**config.mk**
```make
export PLATFORM = sky130hd
export DESIGN_NAME = alu4_mode
export DESIGN_NICKNAME = d
export VERILOG_FILES = /design/src/rtl/alu4_pkg.sv /design/src/rtl/alu4_decode.sv /design/src/rtl/alu4_adder.sv /design/src/rtl/alu4_logic.sv /design/src/rtl/alu4_mode.sv
export SDC_FILE = /design/constraint.sdc
export NUM_CORES = 1
export LEC_CHECK = 0
export CORE_AREA = 3 3 40 42
export DETAILED_ROUTE_END_ITERATION = 6
export DIE_AREA = 0 0 43 45
export PLACE_DENSITY = 0.76
export SLEW_MARGIN = 10
export SYNTH_ARGS = -nofsm -noshare
export SYNTH_HDL_FRONTEND = slang
export SYNTH_SLANG_ARGS = --single-unit
```
**constraint.sdc**
```tcl
create_clock -name clk_i -period 0.8 [get_ports clk_i]
set_input_delay 0.16 -clock clk_i [delete_from_list [all_inputs] [get_ports clk_i]]
set_output_delay 0.16 -clock clk_i [all_outputs]
set_load 0.005 [all_outputs]
```
**src/rtl/alu4_pkg.sv**
```systemverilog
`timescale 1ns/1ps
package alu4_pkg;
  localparam int unsigned DATA_W = 4;

  // encoding is {sel0, sel1}
  typedef enum logic [1:0] {
    OP_ADD = 2'b00,
    OP_OR  = 2'b01,
    OP_AND = 2'b10,
    OP_XOR = 2'b11
  } op_e;
endpackage

```
**src/rtl/alu4_decode.sv**
```systemverilog
`timescale 1ns/1ps
module alu4_decode
  import alu4_pkg::*;
(
  input  logic sel0_i,
  input  logic sel1_i,
  output op_e  op_o
);
  always_comb begin
    unique case ({sel0_i, sel1_i})
      2'b00:   op_o = OP_ADD;
      2'b01:   op_o = OP_OR;
      2'b10:   op_o = OP_AND;
      default: op_o = OP_XOR;
    endcase
  end
endmodule

```
**src/rtl/alu4_adder.sv**
```systemverilog
`timescale 1ns/1ps
module alu4_adder #(
  parameter int unsigned W = 4
) (
  input  logic [W-1:0] a_i,
  input  logic [W-1:0] b_i,
  input  logic         cin_i,
  output logic [W-1:0] sum_o,
  output logic         cout_o
);
  logic [W:0] c;
  assign c[0] = cin_i;

  for (genvar i = 0; i < W; i++) begin : g_fa
    assign sum_o[i] = a_i[i] ^ b_i[i] ^ c[i];
    assign c[i+1]   = (a_i[i] & b_i[i]) | (c[i] & (a_i[i] ^ b_i[i]));
  end

  assign cout_o = c[W];
endmodule

```
**src/rtl/alu4_logic.sv**
```systemverilog
`timescale 1ns/1ps
module alu4_logic #(
  parameter int unsigned W = 4
) (
  input  logic [W-1:0] a_i,
  input  logic [W-1:0] b_i,
  output logic [W-1:0] or_o,
  output logic [W-1:0] and_o,
  output logic [W-1:0] xor_o
);
  assign or_o  = a_i | b_i;
  assign and_o = a_i & b_i;
  assign xor_o = a_i ^ b_i;
endmodule

```
**src/rtl/alu4_mode.sv**
```systemverilog
`timescale 1ns/1ps
module alu4_mode
  import alu4_pkg::*;
#(
  parameter int unsigned W = DATA_W
) (
  input  logic         clk_i,
  input  logic         rst_ni,
  input  logic [W-1:0] a_i,
  input  logic [W-1:0] b_i,
  input  logic         carry_i,
  input  logic         sel0_i,
  input  logic         sel1_i,
  output logic [W-1:0] s_o,
  output logic         co_o
);
  op_e         op;
  logic [W-1:0] sum, or_v, and_v, xor_v;
  logic         cout;
  logic [W-1:0] res_d;
  logic         co_d;

  alu4_decode u_dec (.sel0_i(sel0_i), .sel1_i(sel1_i), .op_o(op));

  alu4_adder #(.W(W)) u_add (
    .a_i(a_i), .b_i(b_i), .cin_i(carry_i), .sum_o(sum), .cout_o(cout)
  );

  alu4_logic #(.W(W)) u_log (
    .a_i(a_i), .b_i(b_i), .or_o(or_v), .and_o(and_v), .xor_o(xor_v)
  );

  always_comb begin
    co_d = 1'b0;
    unique case (op)
      OP_ADD: begin res_d = sum; co_d = cout; end
      OP_OR:  res_d = or_v;
      OP_AND: res_d = and_v;
      default: res_d = xor_v;
    endcase
  end

  always_ff @(posedge clk_i or negedge rst_ni) begin
    if (!rst_ni) begin
      s_o  <= '0;
      co_o <= 1'b0;
    end else begin
      s_o  <= res_d;
      co_o <= co_d;
    end
  end


  add_result_chk: assert property (@(posedge clk_i) disable iff (!rst_ni)
    (!sel0_i && !sel1_i) |=> ({co_o, s_o} ==
      ({1'b0, $past(a_i)} + {1'b0, $past(b_i)} + {{W{1'b0}}, $past(carry_i)})));

  or_result_chk: assert property (@(posedge clk_i) disable iff (!rst_ni)
    (!sel0_i && sel1_i) |=> (s_o == ($past(a_i) | $past(b_i))));

  and_result_chk: assert property (@(posedge clk_i) disable iff (!rst_ni)
    (sel0_i && !sel1_i) |=> (s_o == ($past(a_i) & $past(b_i))));

  xor_result_chk: assert property (@(posedge clk_i) disable iff (!rst_ni)
    (sel0_i && sel1_i) |=> (s_o == ($past(a_i) ^ $past(b_i))));

  logic_no_carry_chk: assert property (@(posedge clk_i) disable iff (!rst_ni)
    (sel0_i || sel1_i) |=> !co_o);
endmodule

```
==> metrics.txt, run 1 <==
Worst path max stage delay=480 ps; yosys warns=0; CP required=910 ps; Tcrit/Tclk final=247%; H-tree depth=1; max_cap viols=0; placed cell areas=726 µm²; largest family of logic cells by synthesized area=adder cells; WL/cell=10.5 µm; I/O Pins=18; row cnt=13; Final Util=57.4%; leakage=0.383 nW; Yosys reg bits=5; crit path cell chain=buf_8, fa_2, inv_2, fa_2, fa_2, fa_1, inv_1, mux4_2; initial antenna violation count=0; VDD IR max=360 µV; slew margin rel.=84.9%; drt drc=0; CORE AREA=0.00128 mm²; GRT Resource Usage Total=11.6%; Min Hold Slack=136 ps; Initial Util=37.0%; Worst path slowest cell=fa_1; worst-path maximum fanout=2; Final #Nets=94; vias per inst=4.27; Tot Pwr=894 µW; setup violators final=10; Post-DRT Antenna Nets=0; DR vias=354; Compound-Gate Fraction of Synth Area=0%; Die X=43 µm; 1st-pass router iterations=1; CTS buffer count=3; final instance area=737 µm²; global-route wire length before repair=1.59 mm; post-synthesis xor/xnor area fraction=0%; post-synthesis sequential area ratio=26.3%; area growth from synthesis to layout=55.0%; HPWL Detailed=737 µm; DIE HEIGHT=45 µm; Slew Limit Fails=0; CP arrival=2080 ps; Final Hold Vio Count=0; post-route minimum period=1970 ps; Num Clock Sinks=5; Simple-Gate Fraction of Synth Area=1.05%; syn_nets=63; Antenna Cells=0; largest net degree at the start of global routing=6; setup ws final=-1170 ps; measured slew at the worst slew-check pin=226 ps; synthesized area=475 µm²; grt ovf=0; CTS tree=built; clock slew at reported path FFs=40 ps; Yosys cell types=6; Power Density=1210 mW/mm²; die footprint=0.00194 mm²; Min-Delay Path Class=in2async; fmax=0.507 GHz; CP Class=in2reg; share of cells above drive strength 1=48.5%; total wire length=868 µm; Post-Syn Instances=38; vias in the first global route=391; Mean Syn Cell Area=12.5 µm²; initial drt markers=0; CTS Root Cell=clkbuf_4; RD Place Congestion=0.721; Setup crit end kind=flip-flop; failing checks=negative setup slack; status=finished, violations left; most frequent cell on the critical path=fa_2; Port Buffer Count=17; CTS Buffer Depth=2; proportion of synthesized area in mux cells=22.1%; adder-cell area share of the yosys netlist=37.9%; Startpoint Class=input port; RSZ-0062 raised after global routing=true
placed cells by master, fill, tap and decap left out, drive strengths merged:
cell and n:
buf 17, inv 16, ha 8, clkdlybuf4s50 6, dfrtp 5, mux4 4
fa 4, clkbuf 4, clkdlybuf4s15 2, nor3 1, dlygate4sd2 1
layer usage:
layer	share of wire (%)	routed length (µm)	global-route usage, %	vias up
li1	-	-	-	174
met3	6.8	59	3.59	2
met5	0	0	0	-
met1	35	305	11.7	167
met2	57	497	21.0	11
met4	0.69	6	7.23	0
critical path: cells and delay by family:
family | cells | cell delay [ps]
fa+ha+maj | 4 | 1340
mux | 1 | 430
buf+inv | 3 | 140
repair_timing:
action,4_1_cts,5_1_grt
hold buffers,0,0
endpoints found under the setup margin,10,10
buffers inserted,0,0
hold endpoints to repair,0,0
pin swaps,4,4
gates resized for setup,44,5
worst max-delay path by stage:
stage	from	endpoint	slack [ps]	cells past startpoint
floorplan	a_i[0]	s_o[3]$_DFF_PN0_	-1310	7
detailed placement	a_i[0]	s_o[3]$_DFF_PN0_	-1910	8
finish	b_i[0]	s_o[3]$_DFF_PN0_	-1170	8
CTS	a_i[0]	s_o[3]$_DFF_PN0_	-1250	8
global placement	a_i[0]	s_o[3]$_DFF_PN0_	-1890	8
global route	b_i[0]	s_o[3]$_DFF_PN0_	-1220	8
per-stage QoR:
stage | setup TNS, ps | setup slack [ps] | std cells
after floorplan | -4070 | -1310 | 38
after global placement | -7680 | -1890 | 79
after detailed placement | -7740 | -1910 | 79
after CTS | -4120 | -1250 | 83
after global routing | -4170 | -1220 | 83
final | -3840 | -1170 | 83
state kept, by name (all words and copies together), names as in the netlist:
signal	cells
co_o	1
s_o	4
report_power, final:
group / internal [mW] / switching, mW
clock: 0.188 / 0.101
sequential: 0.285 / 0.00559
combinational: 0.192 / 0.121
total: 0.666 / 0.228
cell families (layout without fill, tap and decap cells):
logic type	Yosys count	count (layout)
simple gates	1	1
fa+ha+maj	12	12
buf+inv	16	46
flops	5	5
mux	4	4
synthesized netlist by cell type, drive strengths merged:
cell type | n | share of area, %
fa | 4 | 17
dfrtp | 5 | 26
ha | 8 | 21
mux4 | 4 | 22
nor3 | 1 | 1.1
inv | 16 | 13
final cells by class:
type | instances | area [µm²]
fillers | 121 | 548
multi-input cells | 17 | 288
repair buffers | 26 | 219
flip-flops and latches | 5 | 125
inverters | 16 | 60.1
clock buffers | 4 | 26.3
well taps | 15 | 18.8
Note: power is estimated with default switching activity, not from simulation.
==> run 2: changes to the inputs <==
CAP_MARGIN = 0   (was not set)
==> results of run 2 <==
Same layout as run 1: the final DEF is identical, and so are final timing and power.
